<file path="src/rtl/nxa_seq_pkg.sv">
package nxa_seq_pkg;

    localparam int SEC_W  = 8;
    localparam int LINE_W = 6;
    localparam int OP_W   = 6;
    localparam int WORD_W = 1 + LINE_W + OP_W + 1 + SEC_W;
    localparam int IDX_W  = LINE_W + SEC_W;

    typedef struct packed {
        logic              idx_tag;
        logic [LINE_W-1:0] line;
        logic [OP_W-1:0]   op;
        logic              seq_tag;
        logic [SEC_W-1:0]  sector;
    } instr_t;

    typedef enum logic [1:0] {
        CLS_ADDR,
        CLS_IMM,
        CLS_NEXT
    } op_class_e;

    typedef enum logic [1:0] {
        ST_IDLE,
        ST_DECODE,
        ST_RESOLVE
    } seq_state_e;

    function automatic op_class_e classify(
        input logic [OP_W-1:0] op,
        input logic [OP_W-1:0] imm_lo,
        input logic [OP_W-1:0] imm_hi,
        input logic [OP_W-1:0] nxt_lo,
        input logic [OP_W-1:0] nxt_hi
    );
        if (op >= imm_lo && op <= imm_hi)      return CLS_IMM;
        else if (op >= nxt_lo && op <= nxt_hi) return CLS_NEXT;
        else                                   return CLS_ADDR;
    endfunction

endpackage

</file>
<file path="src/rtl/nxa_field_split.sv">
module nxa_field_split
    import nxa_seq_pkg::*;
#(
    parameter logic [OP_W-1:0] IMM_LO = 6'h10,
    parameter logic [OP_W-1:0] IMM_HI = 6'h17,
    parameter logic [OP_W-1:0] NXT_LO = 6'h30,
    parameter logic [OP_W-1:0] NXT_HI = 6'h33
) (
    input  logic [WORD_W-1:0] word,
    output instr_t            fld,
    output op_class_e         cls
);
    // fixed field placement comes from the packed struct order
    assign fld = instr_t'(word);
    assign cls = classify(fld.op, IMM_LO, IMM_HI, NXT_LO, NXT_HI);
endmodule

</file>
<file path="src/rtl/nxa_addr_sel.sv">
module nxa_addr_sel
    import nxa_seq_pkg::*;
(
    input  op_class_e         cls,
    input  instr_t            fld,
    input  logic [IDX_W-1:0]  idx_val,
    output logic [LINE_W-1:0] eff_line,
    output logic [SEC_W-1:0]  eff_sec
);
    always_comb begin
        eff_line = fld.line;
        eff_sec  = fld.sector;
        unique case (cls)
            CLS_IMM: begin
                // immediate data: fields pass untouched, index tag ignored
                eff_line = fld.line;
                eff_sec  = fld.sector;
            end
            CLS_ADDR, CLS_NEXT: begin
                if (fld.idx_tag) begin
                    // substitution, no sum
                    eff_line = idx_val[IDX_W-1:SEC_W];
                    eff_sec  = idx_val[SEC_W-1:0];
                end
            end
            default: ;
        endcase
    end
endmodule

</file>
<file path="src/rtl/nxa_next_gen.sv">
module nxa_next_gen
    import nxa_seq_pkg::*;
(
    input  op_class_e        cls,
    input  logic             seq_tag,
    input  logic [SEC_W-1:0] opnd_sec,
    input  logic [SEC_W-1:0] cur_sec,
    output logic [SEC_W-1:0] next_sec,
    output logic             wait_flag
);
    logic [SEC_W-1:0] cur_inc;
    logic [SEC_W-1:0] opnd_inc;

    // carry out dropped: wraps inside the line
    assign cur_inc  = cur_sec + SEC_W'(1);
    assign opnd_inc = opnd_sec + SEC_W'(1);

    always_comb begin
        next_sec  = cur_inc;
        wait_flag = 1'b0;
        unique case (cls)
            CLS_ADDR: begin
                next_sec  = seq_tag ? opnd_inc : cur_inc;
                wait_flag = seq_tag;
            end
            CLS_IMM: begin
                next_sec  = cur_inc;
                wait_flag = seq_tag;
            end
            CLS_NEXT: begin
                next_sec  = opnd_sec;
                wait_flag = 1'b0;
            end
            default: ;
        endcase
    end
endmodule

</file>
<file path="src/rtl/nxa_seq.sv">
module nxa_seq
    import nxa_seq_pkg::*;
#(
    parameter logic [OP_W-1:0] IMM_LO = 6'h10,
    parameter logic [OP_W-1:0] IMM_HI = 6'h17,
    parameter logic [OP_W-1:0] NXT_LO = 6'h30,
    parameter logic [OP_W-1:0] NXT_HI = 6'h33
) (
    input  logic              clk,
    input  logic              rst_n,
    input  logic              instr_valid,
    input  logic [WORD_W-1:0] instr_word,
    input  logic [IDX_W-1:0]  index_addr,
    input  logic [SEC_W-1:0]  cur_sector,
    output logic              res_valid,
    output logic [LINE_W-1:0] opnd_line,
    output logic [SEC_W-1:0]  opnd_sector,
    output logic [SEC_W-1:0]  next_sector,
    output logic              wait_next,
    output logic [OP_W-1:0]   opcode
);
    seq_state_e state_q, state_d;
    logic       busy;
    logic       accept;

    logic [WORD_W-1:0] cap_word;
    logic [IDX_W-1:0]  cap_idx;
    logic [SEC_W-1:0]  cap_cur;
    op_class_e         cls_q;
    logic              seq_q;

    instr_t            fld;
    op_class_e         cls;
    logic [LINE_W-1:0] sel_line;
    logic [SEC_W-1:0]  sel_sec;
    logic [SEC_W-1:0]  ng_next;
    logic              ng_wait;

    assign busy   = (state_q != ST_IDLE);
    assign accept = instr_valid && !busy;

    nxa_field_split #(
        .IMM_LO(IMM_LO), .IMM_HI(IMM_HI),
        .NXT_LO(NXT_LO), .NXT_HI(NXT_HI)
    ) u_split (
        .word (cap_word),
        .fld  (fld),
        .cls  (cls)
    );

    nxa_addr_sel u_addr (
        .cls      (cls),
        .fld      (fld),
        .idx_val  (cap_idx),
        .eff_line (sel_line),
        .eff_sec  (sel_sec)
    );

    nxa_next_gen u_next (
        .cls       (cls_q),
        .seq_tag   (seq_q),
        .opnd_sec  (opnd_sector),
        .cur_sec   (cap_cur),
        .next_sec  (ng_next),
        .wait_flag (ng_wait)
    );

    // state register
    always_ff @(posedge clk) begin
        if (!rst_n) state_q <= ST_IDLE;
        else        state_q <= state_d;
    end

    // transitions
    always_comb begin
        state_d = state_q;
        unique case (state_q)
            ST_IDLE:    if (accept) state_d = ST_DECODE;
            ST_DECODE:  state_d = ST_RESOLVE;
            ST_RESOLVE: state_d = ST_IDLE;
            default:    state_d = ST_IDLE;
        endcase
    end

    // per-state register updates and outputs
    always_ff @(posedge clk) begin
        if (!rst_n) begin
            cap_word    <= '0;
            cap_idx     <= '0;
            cap_cur     <= '0;
            cls_q       <= CLS_ADDR;
            seq_q       <= 1'b0;
            res_valid   <= 1'b0;
            opnd_line   <= '0;
            opnd_sector <= '0;
            next_sector <= '0;
            wait_next   <= 1'b0;
            opcode      <= '0;
        end else begin
            unique case (state_q)
                ST_IDLE: begin
                    res_valid <= 1'b0;
                    if (accept) begin
                        cap_word <= instr_word;
                        cap_idx  <= index_addr;
                        cap_cur  <= cur_sector;
                    end
                end
                ST_DECODE: begin
                    opnd_line   <= sel_line;
                    opnd_sector <= sel_sec;
                    opcode      <= fld.op;
                    cls_q       <= cls;
                    seq_q       <= fld.seq_tag;
                end
                ST_RESOLVE: begin
                    next_sector <= ng_next;
                    wait_next   <= ng_wait;
                    res_valid   <= 1'b1;
                end
                default: res_valid <= 1'b0;
            endcase
        end
    end
endmodule

</file>
<file path="config.mk">
export PLATFORM = sky130hd
export DESIGN_NAME = nxa_seq
export DESIGN_NICKNAME = d
export VERILOG_FILES = /design/src/rtl/nxa_seq_pkg.sv /design/src/rtl/nxa_field_split.sv /design/src/rtl/nxa_addr_sel.sv /design/src/rtl/nxa_next_gen.sv /design/src/rtl/nxa_seq.sv
export SDC_FILE = /design/constraint.sdc
export NUM_CORES = 1
export LEC_CHECK = 0
export BUFFER_PORTS_ARGS = -buffer_cell sky130_fd_sc_hd__buf_2
export CAP_MARGIN = 20
export CORE_ASPECT_RATIO = 0.7
export CORE_UTILIZATION = 35
export CTS_BUF_LIST = sky130_fd_sc_hd__clkbuf_4 sky130_fd_sc_hd__clkbuf_8
export DETAILED_ROUTE_END_ITERATION = 16
export SLEW_MARGIN = 10
export SYNTH_ARGS = -nofsm -noshare
export SYNTH_HDL_FRONTEND = slang
export SYNTH_HIERARCHICAL = 1
export SYNTH_SLANG_ARGS = --single-unit
</file>
<file path="constraint.sdc">
create_clock -name clk -period 2.2 [get_ports clk]
set_clock_uncertainty 0.2 [all_clocks]
set_input_delay 0.11 -clock clk [delete_from_list [all_inputs] [get_ports clk]]
set_output_delay 0.11 -clock clk [all_outputs]
set_load 0.03 [all_outputs]
</file>
==> Flow_metrics.wiki, run 1 <==
{| class="wikitable"
! Metric !! Value
|-
| Yosys top cell area share || 41.74%
|-
| Sequential Area || 1582 µm²
|-
| Hold bufs inserted after CTS || 44
|-
| Portion of the clock cycle consumed by the worst path in the final layout || 85.27%
|-
| Worst min-delay path class || input pin to flip-flop
|-
| Count of instances resized after the clock tree is built || 0
|-
| TritonCTS buffer count || 9
|-
| Remaining number of nets flagged by the antenna check after routing || 0
|-
| Peak supply drop || 0.3050 mV
|-
| Overall routing resource usage || 17.22%
|-
| Total half-perimeter wirelength after legalization and detailed placement || 6151 µm
|-
| CTS H-tree depth || 3
|-
| Sequential cell area fraction in the yosys report || 41.74%
|-
| Setup violation total in the final timing report || 0
|-
| YS warnings || 6
|-
| Die width || 126.4 µm
|-
| Final Power || 2.914 mW
|-
| Buffer levels on the longest clock path || 2
|-
| Static power due to leakage || 1.859 nW
|-
| Syn avg cell area || 8.327 µm²
|-
| Dominant cells by area after synthesis || dfxtp_1 (42%), nand2_1 (11%), nand3_1 (6.9%)
|-
| Number of antenna diodes || 0
|-
| Achievable clock frequency || 533.0 MHz
|-
| Number of slew-limit violations in the final report || 0
|-
| Setup Fix Bufs, Post-CTS || 0
|-
| Clock Latency Late Sink || 0.35 ns
|-
| Initial antenna violation count || 0
|-
| Wire length per cell || 13.54 µm
|-
| Max layer used || met4
|-
| Number of cells after detailed placement || 617
|-
| Routed metal-1 wirelength || 4463 µm
|-
| Routability Congestion || 0.8789
|-
| Total Die Area || 11250 µm²
|-
| Maximum number of pins on one net before global-route repair || 74
|-
| Via count || 3283
|-
| RSZ-0062 raised after global routing || false
|-
| Number of nets in the finished design || 589
|-
| Final cell area excluding filler cells || 4677 µm²
|-
| Router iterations before antenna repair || 4
|-
| Cell type with the highest aggregate area in the netlist || dfxtp_1
|-
| Area post-placement || 4065 µm²
|-
| Library cells used by synthesis || 46
|-
| Total Routed Length || 9153 µm
|-
| Net count after synthesis || 504
|-
| Sink Count || 79
|-
| Kind of critical path || flip-flop to flip-flop
|-
| Clock-pin slew reported for the worst setup and hold paths after clock tree synthesis || 0.08 ns
|-
| Syn-to-layout area delta || 23.45%
|-
| Min cycle time layout || 1.876 ns
|-
| Run status || completed
|-
| Root buffer selected by CTS || clkbuf_8
|-
| Floorplan row count || 31
|-
| Detail Route met3 WL || 524 µm
|-
| Post-synthesis sequential element count || 79
|-
| Count of unresolved DRC violations after routing || 0
|-
| MaxCap Viol Count || 0
|-
| Crit Path Max Fanout || 14
|-
| Critical Path Sink Type || flip-flop
|-
| Met2 routed wirelength || 4100 µm
|-
| Total Negative Setup Slacks || 0 ns
|-
| Effective utilization at floorplan || 36.31%
|-
| Core Region || 10430 µm²
|-
| Critical path data required time || 2.23 ns
|-
| Via-to-Cell Ratio || 4.857
|-
| Multi-input gate area in the final layout || 1809 µm²
|-
| Number of I/O pins || 77
|-
| Violation count after the first detailed-route iteration || 201
|-
| Final hold violation count || 0
|-
| Number of filler cells placed in the layout || 1036
|-
| Non-filler cells in the finished layout || 676
|-
| Chip height || 89.05 µm
|-
| Clock tree from TritonCTS || yes
|-
| Post-Syn Instances || 455
|-
| Worst Tran Pin Value || 0.6644 ns
|-
| Share of post-route cells with drive strength above 1 || 23.35%
|-
| Util after Layout || 44.83%
|-
| Vias in the first global route || 3110
|-
| Data arrival at the endpoint of the critical path || 1.91 ns
|-
| Number of port buffers || 76
|-
| Synth Cell Area || 3789 µm²
|-
| Worst max-slew margin expressed relative to the limit || 55.62%
|-
| Global-route congestion overflow total || 0
|-
| Category of the worst setup path launch point || flip-flop
|-
| Power Dens Cells || 623.1 nW/µm²
|-
| Global-route wire length before repair || 15150 µm
|}
[cells in the mapped netlist, drive strengths merged]
library cell and count:
a211oi 3, a21boi 32, a21oi 6, a22oi 2
a2bb2oi 1, a311oi 1, a31oi 1, a41oi 1
and2 3, and3 6, and4 1, and4b 1
and4bb 1, buf 44, clkbuf 14, dfxtp 79
ha 2, inv 3, mux2 14, mux2i 1
nand2 110, nand2b 3, nand3 52, nand4 2
nor2 5, nor2b 6, nor3 2, nor3b 2
o21ai 47, o221ai 1, o22ai 2, o32ai 1
xnor2 2, xor2 4
[cells in the final DEF (no fill, tap or decap), drive strengths merged, types with 2 or more instances in the layout]
cell and instances:
nand2 110, dfxtp 79, nor3b 2, and2 3, buf 88, mux2 14
clkinv 2, ha 2, dlygate4sd3 44, nand3 52, clkbuf 10, nor2 5
clkinvlp 2, nor2b 6, o21ai 47, xor2 4, nand4 2, inv 4
a21oi 6, a21boi 32, nor3 2, a22oi 2, xnor2 2, and3 6
a211oi 3, nand2b 3, o22ai 2
[worst paths after layout]
| path | startpoint | endpoint | slack (ns) | cells past startpoint |
|---|---|---|---|---|
| max | cap_word[14] | opnd_sector[5] | 0.32 | 6 |
| min | rst_n | cap_word[2] | 0.04 | 3 |
| max reg2reg | cap_word[14] | opnd_sector[5] | 0.32 | 6 |
| min reg2reg | cap_word[20] | cap_word[20] | 0.26 | 2 |
[per-layer routing]
layer / global-route usage, % / vias up
li1: - / 1687
met2: 27.57 / 92
met5: 0 / -
met4: 5.038 / 0
met3: 4.608 / 6
met1: 22.95 / 1498
[per-stage QoR]
step                hold slack (ns)  worst slack, ns
floorplan                   0.04038           0.3476
global placement             0.1255           0.4203
detailed placement           0.1322           0.3497
CTS                         0.02408           0.3183
global route                0.05176           0.1919
finish                      0.03816           0.3240
[worst max-delay path, cell delays in order (launching register included)]
cell and delay [ns]:
dfxtp_1 0.36, nor3b_1 0.47, nor2b_4 0.06, buf_4 0.23, mux2_4 0.31, nand2_1 0.05
a21boi_0 0.08
[area by class of cell]
type / count / share of cell area, %
Clock buffer: 10 / 2.943
Clock inverter: 5 / 0.7223
Sequential cell: 79 / 33.81
Tap cell: 132 / 3.531
Inverter: 3 / 0.2408
Multi-Input combinational cell: 315 / 38.68
Timing Repair Buffer: 132 / 20.06
[kinds of logic after synthesis]
group	Yosys count	share of synthesized area [%]
and+or+nand+nor	194	23.65
AOI/OAI and AO/OA	98	16.58
DFF	79	41.74
buffers and inverters	61	10.57
muxes	15	5.416
xor gates and xnor gates	6	1.387
adders and majority gates	2	0.6604
[report_power, final]
| group | switching (mW) | total (mW) | leakage (nW) | internal [mW] |
|---|---|---|---|---|
| clock network | 0.533 | 0.967 | 0.0845 | 0.434 |
| logic | 0.203 | 0.401 | 1.13 | 0.198 |
| registers | 0.0499 | 1.55 | 0.645 | 1.50 |
| total | 0.785 | 2.91 | 1.86 | 2.13 |
[registers in the layout, summed over array words and instances (netlist names)]
register     cells
cap_cur          8
cap_idx         14
cap_word        22
cls_q            2
next_sector      8
opcode           6
opnd_line        6
opnd_sector      8
res_valid        1
seq_q            1
state_q          2
wait_next        1
No activity file was read; power rests on OpenSTA's default activity.
==> run 2, diff against run 1 <==
Settings changed: BUFFER_PORTS_ARGS -buffer_cell sky130_fd_sc_hd__buf_2 to -buffer_cell sky130_fd_sc_hd__buf_4, CTS_CLUSTER_DIAMETER from default to 100, SKIP_LAST_GASP from default to 1.
==> run 2 against run 1 <==
  * First-iteration DRC count is 1.0% higher
  * Clock power up 26%
  * Highest routed layer unchanged
  * Largest power group unchanged
  * Worst hold slack gained 0.14 ns
  * Count of clock-buffer cells in the layout is the same
  * Sequential power about the same
  * Design area is 7.5% higher
==> Flow_metrics.wiki, run 2 (synthesis gave the netlist of run 1 again) <==
{| class="wikitable"
! Metric !! Value
|-
| Run status || completed
|-
| Global-route wire length before repair || 15370 µm
|-
| Number of flip-flops under the largest register name || 22
|-
| MaxCap Viol Count || 0
|-
| RSZ-0062 raised after global routing || false
|-
| Effective utilization at floorplan || 36.31%
|-
| Critical Path Sink Type || flip-flop
|-
| Pre-CTS setup slack || 0.3796 ns
|-
| Portion of the clock cycle consumed by the worst path in the final layout || 94.69%
|-
| Maximum number of pins on one net before global-route repair || 74
|-
| Static power due to leakage || 1.992 nW
|-
| Worst min-delay path class || input pin to flip-flop
|-
| Global-route congestion overflow total || 0
|-
| Final Power || 3.215 mW
|-
| Buffer levels on the longest clock path || 2
|-
| Total Routed Length || 9335 µm
|-
| Number of antenna diodes || 0
|-
| Via count || 3381
|-
| Number of cells after detailed placement || 617
|-
| Multi-input gate area in the final layout || 1809 µm²
|-
| Number of I/O pins || 77
|-
| CTS H-tree depth || 3
|-
| Number of nets in the finished design || 600
|-
| Sequential Area || 1582 µm²
|-
| Clock tree from TritonCTS || yes
|-
| Worst max-slew margin expressed relative to the limit || 56.57%
|-
| Count of instances resized after the clock tree is built || 0
|-
| Register with the highest flop count || cap_word
|-
| Hold bufs inserted after CTS || 55
|-
| Remaining number of nets flagged by the antenna check after routing || 0
|-
| Root buffer selected by CTS || clkbuf_8
|-
| Final worst setup slack || 0.1169 ns
|-
| Routability Congestion || 0.8713
|-
| Total half-perimeter wirelength after legalization and detailed placement || 6225 µm
|-
| Data arrival at the endpoint of the critical path || 2.20 ns
|-
| Number of slew-limit violations in the final report || 0
|-
| Clock-pin slew reported for the worst setup and hold paths after clock tree synthesis || 0.09 ns
|-
| Non-filler cells in the finished layout || 688
|-
| Router iterations before antenna repair || 4
|-
| Setup Fix Bufs, Post-CTS || 0
|-
| Peak supply drop || 0.3162 mV
|-
| Clock Latency Late Sink || 0.37 ns
|-
| Setup violation total in the final timing report || 0
|-
| Count of unresolved DRC violations after routing || 0
|-
| Wire length per cell || 13.57 µm
|-
| Min cycle time layout || 2.083 ns
|-
| Initial antenna violation count || 0
|-
| Hold Slack || 0.1733 ns
|-
| Syn-to-layout area delta || 32.66%
|-
| Final cell area excluding filler cells || 5026 µm²
|-
| Worst Tran Pin Value || 0.6501 ns
|-
| Crit Path Max Fanout || 73
|-
| Most common library cell in the layout ignoring fill and taps || nand2_1
|-
| Top Registers || cap_word (22), cap_idx (14)
|-
| Chip height || 89.05 µm
|-
| Core Region || 10430 µm²
|-
| Critical path data required time || 2.31 ns
|-
| Area post-placement || 4253 µm²
|-
| Violation count after the first detailed-route iteration || 203
|-
| Category of the worst setup path launch point || flip-flop
|-
| TritonCTS buffer count || 9
|-
| Total Negative Setup Slacks || 0 ns
|-
| Die width || 126.4 µm
|-
| Util after Layout || 48.17%
|-
| Floorplan row count || 31
|-
| Vias in the first global route || 3177
|-
| Most frequent cells in the layout || nand2_1 (110), buf_4 (86), dfxtp_1 (79), dlygate4sd3_1 (55), nand3_1 (52)
|-
| Share of post-route cells with drive strength above 1 || 23.02%
|-
| Overall routing resource usage || 17.66%
|-
| Kind of critical path || flip-flop to flip-flop
|-
| Final hold violation count || 0
|-
| Number of filler cells placed in the layout || 1018
|-
| Sink Count || 79
|-
| Total Die Area || 11250 µm²
|-
| Via-to-Cell Ratio || 4.914
|-
| Number of port buffers || 76
|-
| Power Dens Cells || 639.7 nW/µm²
|-
| Achievable clock frequency || 480.1 MHz
|}
run 2: changes by cell type in the layout (fill, tap and decap cells not counted), sizes merged:
cell / previous run / this run
dlygate4sd3: 44 / 55
clkinvlp: 2 / 0
inv: 4 / 5
bufinv: 0 / 2
run 2: final timing paths:
| check | cells after the start | start | slack (ns) | endpoint |
|---|---|---|---|---|
| worst max-delay path | 5 | state_q[1] | 0.12 | cap_word[9] |
| worst min-delay path | 4 | instr_valid | 0.17 | cap_cur[5] |
| worst max register to register | 5 | state_q[1] | 0.12 | cap_word[9] |
| worst min register to register | 2 | cap_word[7] | 0.26 | cap_word[7] |
run 2: layout make-up:
class,count,share of cell area (%)
flip-flops and latches,79,31.47
well taps,132,3.286
multi-input cells,315,36.00
clock buffers,10,2.614
repair buffers,143,24.60
clock inverters,6,1.817
inverters,3,0.2240
run 2: worst max-delay path, cell delays in order (launching register included):
cell and delay [ns]:
dfxtp_1 0.37, nor3b_4 0.27, buf_12 0.28, nand3_1 0.19
o21ai_0 0.12, dlygate4sd3_1 0.57
run 2: routing by layer:
layer	part of all wire, %	wire (µm)	GRT usage [%]	up-vias
li1	-	-	-	1716
met1	50	4654	22.74	1551
met2	43	4033	28.28	99
met3	5.7	532	5.625	15
met4	1.2	115	5.915	0
met5	0	0	0	-
run 2: report_power, final:
part	switching [mW]	internal, mW
combinational	0.207	0.241
clock	0.558	0.660
sequential	0.0514	1.50
==> run 3, diff against run 2 <==
Settings changed: CTS_CLUSTER_SIZE from default to 14.
Clock period 2.2 ns to 1.75 ns, I/O delays scaled along.
==> run 3 against run 2 <==
  * Design area increased by 0.82%
  * Via count decreased by 2.8%
  * Core utilization up 0.40 points
==> Flow_metrics.wiki, run 3 (synthesis gave the netlist of run 1 again) <==
{| class="wikitable"
! Metric !! Value
|-
| Total Negative Setup Slacks || 0 ns
|-
| Routability Congestion || 0.8513
|-
| Power Dens Cells || 796.7 nW/µm²
|-
| Number of cells after detailed placement || 632
|-
| Number of filler cells placed in the layout || 1013
|-
| Number of port buffers || 76
|-
| Router iterations before antenna repair || 4
|-
| Slowest stage delay, CP || 0.32 ns
|-
| RSZ-0062 raised after global routing || true
|-
| Share of post-route cells with drive strength above 1 || 26.79%
|-
| Maximum number of pins on one net before global-route repair || 124
|-
| Crit Path Max Fanout || 2
|-
| Wire length per cell || 13.21 µm
|-
| Fraction of power spent switching nets || 24.96%
|-
| Root buffer selected by CTS || clkbuf_8
|-
| Combinational Power Share || 14.3%
|-
| Clock-pin slew reported for the worst setup and hold paths after clock tree synthesis || 0.08 ns
|-
| Vias in the first global route || 3182
|-
| Pre-CTS setup slack || 0.05865 ns
|-
| Die width || 126.4 µm
|-
| Sink Count || 79
|-
| Data arrival at the endpoint of the critical path || 1.77 ns
|-
| Critical Path Sink Type || flip-flop
|-
| Top Registers || cap_word (22), cap_idx (14)
|-
| Register with the highest flop count || cap_word
|-
| TritonCTS buffer count || 9
|-
| Hold Slack || 0.08594 ns
|-
| Category of the worst setup path launch point || flip-flop
|-
| Number of slew-limit violations in the final report || 0
|-
| Remaining number of nets flagged by the antenna check after routing || 0
|-
| Min cycle time layout || 1.684 ns
|-
| Count of unresolved DRC violations after routing || 0
|-
| Worst min-delay path class || input pin to flip-flop
|-
| Static power due to leakage || 2.018 nW
|-
| Buffer levels on the longest clock path || 2
|-
| Most frequent cells in the layout || nand2_1 (110), buf_4 (99), dfxtp_1 (75), nand3_1 (52), o21ai_0 (47)
|-
| CP Cell Sequence || ha_1 > buf_4 > xor2_1 > o21ai_0 > a211oi_1 > nand2_1 > a21boi_0
|-
| Standard cell with the maximum stage delay on the critical path || dfxtp_1
|-
| Portion of the clock cycle consumed by the worst path in the final layout || 96.21%
|-
| CTS H-tree depth || 3
|-
| Via-to-Cell Ratio || 4.751
|-
| Worst Tran Pin Value || 0.4526 ns
|-
| MaxCap Viol Count || 0
|-
| Internal power summed over all cells || 3.030 mW
|-
| Syn-to-layout area delta || 33.75%
|-
| Final worst setup slack || 0.06627 ns
|-
| Total half-perimeter wirelength after legalization and detailed placement || 6191 µm
|-
| Initial antenna violation count || 0
|-
| Clock tree from TritonCTS || yes
|-
| Global-route congestion overflow total || 0
|-
| Slack of the worst reg-to-reg path || 0.07 ns
|-
| Number of flip-flops under the largest register name || 22
|-
| Setup violation total in the final timing report || 0
|-
| Floorplan row count || 31
|-
| Setup Fix Bufs, Post-CTS || 0
|-
| Overall routing resource usage || 17.31%
|-
| Critical path buffer and inverter count || 1
|-
| Part of the power in registers || 48.0%
|-
| Cell family with most CP delay || compound AO/OA/AOI/OAI gates
|-
| Number of antenna diodes || 0
|-
| Number of nets in the finished design || 604
|-
| Worst max-slew margin expressed relative to the limit || 69.51%
|-
| Net load switching power || 1.008 mW
|-
| Peak supply drop || 0.3611 mV
|-
| Kind of critical path || flip-flop to flip-flop
|-
| Total Routed Length || 9144 µm
|-
| Chip height || 89.05 µm
|-
| Violation count after the first detailed-route iteration || 206
|-
| Final hold violation count || 0
|-
| Clock Latency Late Sink || 0.36 ns
|-
| Effective utilization at floorplan || 36.31%
|-
| Global-route wire length before repair || 15300 µm
|-
| Achievable clock frequency || 593.9 MHz
|-
| Total Die Area || 11250 µm²
|-
| Critical path data required time || 1.83 ns
|-
| Via count || 3288
|-
| Number of I/O pins || 77
|-
| Run status || completed
|-
| Core Region || 10430 µm²
|-
| Non-filler cells in the finished layout || 692
|-
| Most common library cell in the layout ignoring fill and taps || nand2_1
|-
| Clock network fraction of design power || 37.6%
|}
==> run 3: changes by cell type in the layout (fill, tap and decap cells not counted), moves of 3 or more <==
| cell | change |
|---|---|
| dfxtp_1 | -4 |
| dlygate4sd3_1 | -11 |
| buf_4 | +13 |
| a21boi_1 | +3 |
| a21boi_0 | -3 |
| dfxtp_2 | +4 |
==> run 3: final timing paths <==
path	start	cells past startpoint	endpoint
max	cap_cur[0]	7	next_sector[2]
min	rst_n	4	cap_idx[3]
max reg2reg	cap_cur[0]	7	next_sector[2]
min reg2reg	cap_word[20]	2	cap_word[20]
==> run 3: power by group through the flow <==
stage	registers (mW)	logic, mW	clock network, mW
after floorplan	2.00	0.329	0
after global placement	1.98	0.494	0
after detailed placement	1.98	0.498	0
after CTS	1.94	0.579	1.57
after global routing	1.95	0.635	1.63
final	1.94	0.578	1.52
==> run 3: routing by layer <==
| layer | global-route usage [%] | routed length [µm] | up-vias |
|---|---|---|---|
| met3 | 4.428 | 387 | 5 |
| met1 | 22.94 | 4807 | 1487 |
| met4 | 4.929 | 42 | 0 |
| met2 | 28.13 | 3907 | 70 |
| li1 | - | - | 1726 |
| met5 | 0 | 0 | - |
==> run 3: area by class of cell <==
| type | count | area, µm² | share of cell area, % |
|---|---|---|---|
| flip-flops and latches | 79 | 1587 | 31.31 |
| clock buffers | 11 | 138.9 | 2.741 |
| clock inverters | 5 | 81.33 | 1.605 |
| inverters | 3 | 11.26 | 0.2222 |
| well taps | 132 | 165.2 | 3.259 |
| multi-input cells | 315 | 1821 | 35.93 |
| repair buffers | 147 | 1264 | 24.94 |
==> run 3: stage by stage <==
stage | total power, mW | util, % | area [µm²]
2_1_floorplan | 2.327 | - | 3794
3_3_place_gp | 2.473 | 42.13 | 4395
3_5_place_dp | 2.480 | 42.13 | 4395
4_1_cts | 4.092 | 48.46 | 5056
5_1_grt | 4.219 | 48.57 | 5067
6_report | 4.037 | 48.57 | 5067
==> run 3: what timing repair did <==
| action | 4_1_cts | 5_1_grt |
|---|---|---|
| resized for setup | 0 | 7 |
| setup endpoints to repair | 0 | 6 |
| endpoints found under the hold margin | 44 | 0 |
| hold buffers | 44 | 0 |
==> run 3: worst min-delay path, delay by kind of cell <==
kind | cells | cell delay, ns
buf+inv | 2 | 0.34
simple gates | 1 | 0.11
compound gates | 1 | 0.06
